### config.mk
export PLATFORM = sky130hd
export DESIGN_NAME = bififo_port_ctrl
export DESIGN_NICKNAME = d
export VERILOG_FILES = /design/src/rtl/bfp_pkg.sv /design/src/rtl/bfp_decode.sv /design/src/rtl/bfp_mailbox.sv /design/src/rtl/bififo_port_ctrl.sv
export SDC_FILE = /design/constraint.sdc
export NUM_CORES = 1
export LEC_CHECK = 0
export ABC_AREA = 0
export BUFFER_PORTS_ARGS = -buffer_cell sky130_fd_sc_hd__buf_2
export CAP_MARGIN = 25
export CELL_PAD_IN_SITES_DETAIL_PLACEMENT = 0
export CELL_PAD_IN_SITES_GLOBAL_PLACEMENT = 1
export CORE_MARGIN = 1.5
export CORE_UTILIZATION = 39
export DETAILED_ROUTE_END_ITERATION = 8
export HOLD_SLACK_MARGIN = 0.12
export PLACE_DENSITY_LB_ADDON = 0.1
export SLEW_MARGIN = 40
export SYNTH_ARGS = -nofsm -noshare
export SYNTH_HDL_FRONTEND = slang
export SYNTH_SLANG_ARGS = --single-unit
### constraint.sdc
create_clock -name clk -period 4.51 [get_ports clk]
set_clock_uncertainty 0.05 [all_clocks]
set_input_delay 0.6765 -clock clk [delete_from_list [all_inputs] [get_ports clk]]
set_output_delay 0.6765 -clock clk [all_outputs]
set_load 0.01 [all_outputs]
### src/rtl/bfp_pkg.sv
package bfp_pkg;
  typedef enum logic [2:0] {
    OP_IDLE    = 3'd0,
    OP_FIFO_WR = 3'd1,
    OP_FIFO_RD = 3'd2,
    OP_MBOX_WR = 3'd3,
    OP_MBOX_RD = 3'd4
  } port_op_e;
endpackage

### src/rtl/bfp_decode.sv
module bfp_decode
  import bfp_pkg::*;
#(
  parameter bit WRITE_LEVEL = 1'b0
) (
  input  logic     cs_n,
  input  logic     wr_rd,
  input  logic     en,
  input  logic     mbox_sel,
  output port_op_e op,
  output logic     oe,
  output logic     sel
);
  logic is_write;

  always_comb begin
    is_write = (wr_rd == WRITE_LEVEL);
    oe       = !cs_n && !is_write;
    sel      = mbox_sel;
    op       = OP_IDLE;
    if (!cs_n && en) begin
      unique case ({is_write, mbox_sel})
        2'b10:   op = OP_FIFO_WR;
        2'b11:   op = OP_MBOX_WR;
        2'b00:   op = OP_FIFO_RD;
        default: op = OP_MBOX_RD;
      endcase
    end
  end
endmodule

### src/rtl/bfp_mailbox.sv
module bfp_mailbox #(
  parameter int DW = 32
) (
  input  logic          clk,
  input  logic          rst_n,
  input  logic          load_req,
  input  logic [DW-1:0] load_data,
  input  logic          take,
  output logic          load_ok,
  output logic [DW-1:0] q,
  output logic          full_n
);
  assign load_ok = load_req && full_n;

  always_ff @(posedge clk or negedge rst_n) begin
    if (!rst_n) begin
      q      <= '0;
      full_n <= 1'b1;
    end else if (load_ok) begin
      q      <= load_data;
      full_n <= 1'b0;
    end else if (!full_n && take) begin
      full_n <= 1'b1;
    end
  end
endmodule

### src/rtl/bififo_port_ctrl.sv
module bififo_port_ctrl
  import bfp_pkg::*;
#(
  parameter int DW          = 32,
  parameter bit WRITE_LEVEL = 1'b0
) (
  input  logic          clk,
  input  logic          rst_n,
  input  logic          cs_n,
  input  logic          wr_rd,
  input  logic          en,
  input  logic          mbox_sel,
  input  logic          in_ready,
  input  logic          out_ready,
  input  logic [DW-1:0] din,
  input  logic [DW-1:0] fifo_q,
  input  logic          mbox_in_wr,
  input  logic [DW-1:0] mbox_in_data,
  input  logic          mbox_out_rd,
  output logic          fifo_wr,
  output logic [DW-1:0] fifo_wdata,
  output logic          fifo_rd,
  output logic          mbox_wr,
  output logic          mbox_rd,
  output logic          dout_sel,
  output logic          dout_oe,
  output logic [DW-1:0] dout,
  output logic [DW-1:0] mbox_out_data,
  output logic          mbox_out_full_n,
  output logic          mbox_in_full_n
);
  port_op_e      op;
  logic          out_load_ok;
  logic          in_load_ok;
  logic [DW-1:0] mbox_in_q;

  bfp_decode #(.WRITE_LEVEL(WRITE_LEVEL)) u_decode (
    .cs_n     (cs_n),
    .wr_rd    (wr_rd),
    .en       (en),
    .mbox_sel (mbox_sel),
    .op       (op),
    .oe       (dout_oe),
    .sel      (dout_sel)
  );

  // Outgoing mailbox: loaded here, drained by the far port.
  bfp_mailbox #(.DW(DW)) u_mbox_out (
    .clk       (clk),
    .rst_n     (rst_n),
    .load_req  (op == OP_MBOX_WR),
    .load_data (din),
    .take      (mbox_out_rd),
    .load_ok   (out_load_ok),
    .q         (mbox_out_data),
    .full_n    (mbox_out_full_n)
  );

  // Incoming mailbox: loaded by the far port, drained here.
  bfp_mailbox #(.DW(DW)) u_mbox_in (
    .clk       (clk),
    .rst_n     (rst_n),
    .load_req  (mbox_in_wr),
    .load_data (mbox_in_data),
    .take      (op == OP_MBOX_RD),
    .load_ok   (in_load_ok),
    .q         (mbox_in_q),
    .full_n    (mbox_in_full_n)
  );

  assign dout = dout_sel ? mbox_in_q : fifo_q;

  always_ff @(posedge clk or negedge rst_n) begin
    if (!rst_n) begin
      fifo_wr    <= 1'b0;
      fifo_rd    <= 1'b0;
      mbox_wr    <= 1'b0;
      mbox_rd    <= 1'b0;
      fifo_wdata <= '0;
    end else begin
      fifo_wr <= (op == OP_FIFO_WR) && in_ready;
      fifo_rd <= (op == OP_FIFO_RD) && out_ready;
      mbox_wr <= out_load_ok;
      mbox_rd <= (op == OP_MBOX_RD);
      if ((op == OP_FIFO_WR) && in_ready) fifo_wdata <= din;
    end
  end

  logic unused_in_load_ok;
  assign unused_in_load_ok = in_load_ok;
endmodule

==> out/results.ini, run 1 <==
[die]
floorplan.initialDensity=0.407
design.die.area_sq_um=11600
placementRows=37
chipWidth_um=107
die_h_um=107
core_area_sq_um=10500
io_pins=210

[logic_synthesis]
ys_ff_latch=102
synth_top_cell_area_share=0.588
netlist_top_cells_area=dfrtp_1 59%, mux2_2 34%, buf_6 1.6%, dfstp_2 1.2%, ha_1 0.88%
synthCells=264
synth.net_count=373
synth_cell_type_count=18
netlist.top_cell.by_area=dfrtp_1
synth_area_sq_um=4260
yosysWarningCount=0
synth_sequential_area_ratio=0.600
syn_area_per_cell_sq_um=16.1

[detailed_routing]
drt-pass1-iter-count=4
ant_nets=0
drt-wirelength-per-cell_um=14.8
finalWirelength_um=9100
first_iter_violations=71
drt-vias-per-instance=4.60
vias=2839
detail_route.drc_violations=0

[sta]
drv_slew=0
timing.final.hold_violations=0
setup_total_negative_slack_ns=0
final_period_minus_worst_setup_slack_ns=2.65
rsz0062_at_grt=no
finalHoldWorstSlack_ns=0.453
report.final.setup_viol=0
worst_slew_margin_rel=0.499
worstMarginPinSlew_ns=0.751
period_utilisation_layout=0.587
maxClockFrequency_ghz=0.378

[placement]
globalplace.congestion=0.710
portBuffers=209
dp_hpwl_um=6740
dpl_cell_area_sq_um=5410

[global_route]
antenna_violations_before_repair=0
overflow=0
first_global_vias=2815
wire_length_of_the_first_global_routing_pass_um=14000
globalRouteTotalUtil=0.156
pin_count_of_the_biggest_net_entering_global_routing=55

[clocking]
cts_tree=done
cts.sink_count=102
cts_hold_buf=1
cts_max_level=3
ctsLongestPathBuffers=2
worst_skew_pair.late_latency_ns=0.35
clockRootBuffer=clkbuf_8
cts_setup_buffers=0
cts_repair_resize_count=0
cts_inserted_buffers=9
clk_pin_slew_worst_paths_ns=0.10

[worst_setup_path]
reg2reg_slack_ns=2.73
worst_path_maximum_fanout=36
critical_path_endpoint_category=flop
regToRegStartpoint=u_mbox_out.full_n
cp-start-kind=input port
cp.required_ns=4.70
arrival_time_of_the_worst_setup_path_ns=2.84
worst_setup_path_endpoint=fifo_wdata[16]
timing.setup.critical_path_class=in -> reg
critical_path.reg2reg.endpoint=u_mbox_out.q[11]
reg2reg_path_depth=4
launch_point_of_the_worst_path=mbox_sel

[power]
total_leakage_power_nw=2.92
power_density_over_the_cells_nw_per_um2=465
ir_drop_uv=261

[flow_run]
maxCapViolations=0

[final_layout]
drive_gt1_frac=0.753
flow.area_growth_from_synthesis_pct=32.0
postLayoutCellArea_sq_um=5620
fin_nets=585
inserted_diodes=0

[hold_path]
hold_path.class=reg -> reg

[status]
outcome=finished, final reports clean

state kept, by name, summed over array words and instances (netlist names):
name and count:
mbox_rd 1, u_mbox_in.full_n 1, u_mbox_in.q 32, fifo_wr 1, mbox_wr 1, u_mbox_out.full_n 1, u_mbox_out.q 32, fifo_rd 1
fifo_wdata 32
layout by cell type, fill, tap and decap left out:
master         instances
or3b_4                 1
mux2_1                 1
bufinv_16              1
inv_6                  2
ha_1                   3
buf_4                  6
mux2_2               128
inv_1                  3
clkinv_4               1
nor3_4                 1
nand2_1                2
clkinv_2               1
clkbuf_8               9
and2b_1                1
nor2_1                 5
buf_2                208
clkinvlp_4             1
dfrtp_1              100
clkbuf_1               1
dlygate4sd3_1          1
and4b_1                1
dfstp_2                2
nor4b_4                1
nand3_1                1
final cells by class:
class | instances | area [sq um]
Sequential cell | 102 | 2550
Clock inverter | 6 | 68.8
Inverter | 3 | 11.3
Tap cell | 136 | 170
Timing Repair Buffer | 215 | 1100
Multi-Input combinational cell | 145 | 1590
Clock buffer | 10 | 128
Fill cell | 955 | 4840
report_power, final:
part           switching (W)  total, W  internal (W)
Sequential          0.000125   0.00130       0.00117
Combinational       0.000330  0.000751      0.000422
Clock               0.000304  0.000565      0.000261
Total               0.000759   0.00261       0.00185
metal layers:
metal,track usage,up-vias,part of all wire
met5,0,-,0
met3,0.0587,4,0.085
li1,-,1364,-
met4,0.0338,0,0.0079
met1,0.205,1353,0.44
met2,0.247,118,0.47
synth_stat cells:
master,count
mux2_2,128
nand2_1,2
or3b_4,1
nor3_4,1
buf_4,1
and2b_1,1
dfrtp_1,100
buf_6,6
buf_1,3
clkbuf_1,4
ha_1,3
and4b_1,1
mux2_1,1
nor4b_4,1
nor2_1,5
inv_1,3
nand3_1,1
dfstp_2,2
per-stage QoR:
step                utilization  instances  setup slack [ns]  total power (W)
global route              0.537        617              1.75          0.00278
floorplan                     -        264              1.72          0.00172
global placement          0.517        600              1.52          0.00206
finish                    0.537        617              1.86          0.00261
CTS                       0.537        617              1.86          0.00266
detailed placement        0.517        600              1.46          0.00208
cell families (layout without fill, tap and decap cells):
kind of cell	count (synthesis)	count (layout)	synth area share
flops	102	102	0.600
buf+inv	17	234	0.0264
mux	129	129	0.341
simple gates	13	13	0.0235
fa+ha+maj	3	3	0.00882
worst min-delay path by stage:
stage	to	startpoint	cells after the start	slack [ns]
2_1_floorplan	fifo_rd	rst_n	0	0.33
3_3_place_gp	u_mbox_out.q[17]	rst_n	1	0.41
3_5_place_dp	u_mbox_out.q[17]	rst_n	1	0.42
4_1_cts	fifo_wdata[11]	fifo_wdata[11]	1	0.45
5_1_grt	u_mbox_out.full_n	mbox_out_rd	3	0.45
6_report	fifo_wdata[11]	fifo_wdata[11]	1	0.45
worst max-delay path, cell delays in order:
cell and delay, ns:
buf_2 0.58, inv_1 0.10, ha_1 0.37, nor4b_4 0.28, buf_4 0.42, mux2_2 0.39
No activity file was read; power rests on OpenSTA's default activity.
==> inputs of run 2 (changes only) <==
- CORE_UTILIZATION: 39 -> 36
- clock period: 4.51 -> 2.75 ns (I/O delays scaled with it)
==> out/results.ini, run 2 (synthesis gave the netlist of run 1 again) <==
[die]
core_area_sq_um=11500
design.die.area_sq_um=12500
io_pins=210
chipWidth_um=112
placementRows=39
die_h_um=112
floorplan.initialDensity=0.371

[worst_setup_path]
cp-start-kind=input port
timing.setup.critical_path_class=in -> out
cp.required_ns=2.29
critical_path_endpoint_category=primary output
worst_path_maximum_fanout=31
arrival_time_of_the_worst_setup_path_ns=1.48

[sta]
setup_total_negative_slack_ns=0
timing.final.hold_violations=0
final_period_minus_worst_setup_slack_ns=1.95
rsz0062_at_grt=no
period_utilisation_layout=0.708
worst_slew_margin_rel=0.660
report.final.setup_viol=0
finalHoldWorstSlack_ns=0.242
fin_worst_setup_slack_ns=0.803
drv_slew=0
worstMarginPinSlew_ns=0.510
maxClockFrequency_ghz=0.514

[detailed_routing]
vias=2895
detail_route.drc_violations=0
drt-vias-per-instance=4.62
drt-pass1-iter-count=4
first_iter_violations=83
drt-wirelength-per-cell_um=15.1
finalWirelength_um=9450
ant_nets=0

[hold_path]
hold_path.class=in -> reg

[clocking]
clk_pin_slew_worst_paths_ns=0.07
ctsLongestPathBuffers=2
worst_skew_pair.late_latency_ns=0.33
cts_tree=done
cts_inserted_buffers=9
cts_max_level=3
cts.sink_count=102
clockRootBuffer=clkbuf_16

[final_layout]
inserted_diodes=0
mostFrequentLayoutCells=208 x buf_2, 128 x mux2_2, 100 x dfrtp_1
fillerInstances=1048
drive_gt1_frac=0.754
fin_nets=588
area_taken_by_multi_input_logic_gates_sq_um=1590
area.sequential_sq_um=2550
flow.area_growth_from_synthesis_pct=35.6
largest_registers=fifo_wdata x32, u_mbox_in.q x32, u_mbox_out.q x32
postLayoutCellArea_sq_um=5780
most_common_library_cell_in_the_layout_ignoring_fill_and_taps=buf_2

[flow_run]
maxCapViolations=0

[placement]
placement.setup.worst_slack_ns=0.446
dpl_cell_area_sq_um=5460
dp_hpwl_um=7120
globalplace.congestion=0.750
portBuffers=209

[global_route]
layer_carrying_the_most_global_route_usage=met2
pin_count_of_the_biggest_net_entering_global_routing=49
first_global_vias=2921
overflow=0
gr-usage-met3=0.0555
wire_length_of_the_first_global_routing_pass_um=14800
globalRouteTotalUtil=0.151
grt_use_met1=0.196
grt_use_met2=0.239
antenna_violations_before_repair=0

[power]
fin_total_pwr_w=0.00466
power_density_over_the_cells_nw_per_um2=807
ir_drop_uv=444
total_leakage_power_nw=2.99

[status]
outcome=finished, final reports clean

==> run 2: cell count changes in the layout (fill, tap and decap cells not counted) <==
cell       delta
buf_4         +2
clkinv_2      -1
buf_12        +1
clkbuf_8      -8
clkbuf_16     +9
inv_8         +1
inv_6         -1
==> run 2: layer usage <==
metal,vias to the layer above,part of all wire
li1,1365,-
met1,1410,0.42
met2,110,0.48
met3,10,0.074
met4,0,0.016
met5,-,0
==> run 2: worst paths after layout <==
| check | from | slack, ns | to | depth (start not counted) |
|---|---|---|---|---|
| worst max-delay path | mbox_sel | 0.80 | dout[15] | 4 |
| worst min-delay path | mbox_out_rd | 0.24 | u_mbox_out.full_n | 3 |
| worst max register to register | u_mbox_out.full_n | 1.10 | u_mbox_out.q[19] | 4 |
| worst min register to register | fifo_wdata[2] | 0.45 | fifo_wdata[2] | 1 |
| max in group asynchronous | rst_n | 1.43 | u_mbox_out.full_n | 3 |
| min in group asynchronous | rst_n | 0.53 | fifo_wdata[15] | 2 |
==> run 2: metrics by stage <==
| stage | util | instances |
|---|---|---|
| 2_1_floorplan | - | 264 |
| 3_3_place_gp | 0.476 | 610 |
| 3_5_place_dp | 0.476 | 610 |
| 4_1_cts | 0.504 | 627 |
| 5_1_grt | 0.504 | 627 |
| 6_report | 0.504 | 627 |
==> run 2: critical path, stage by stage <==
cell and delay [ns]:
buf_2 0.16, buf_4 0.37, mux2_2 0.39, buf_2 0.14
==> run 2: final cells by class <==
type / count / share of cell area
sequential: 102 / 0.442
clock buffer: 11 / 0.0420
inverter: 3 / 0.00195
tap: 143 / 0.0310
multi-input combinational: 145 / 0.275
timing repair buffer: 218 / 0.196
clock inverter: 5 / 0.0115
==> run 2: power breakdown <==
group	switching, W	internal [W]	leakage (nW)
Clock	0.000552	0.000742	0.148
Sequential	0.000205	0.00192	1.28
Combinational	0.000544	0.000695	1.57
Total	0.00130	0.00336	2.99
==> run 2: timing repair <==
action | 4_1_cts | 5_1_grt
hold endpoints to repair | 35 | 0
setup buffers | 0 | 0
resized for setup | 0 | 0
hold buffers | 1 | 0
endpoints found under the setup margin | 0 | 0
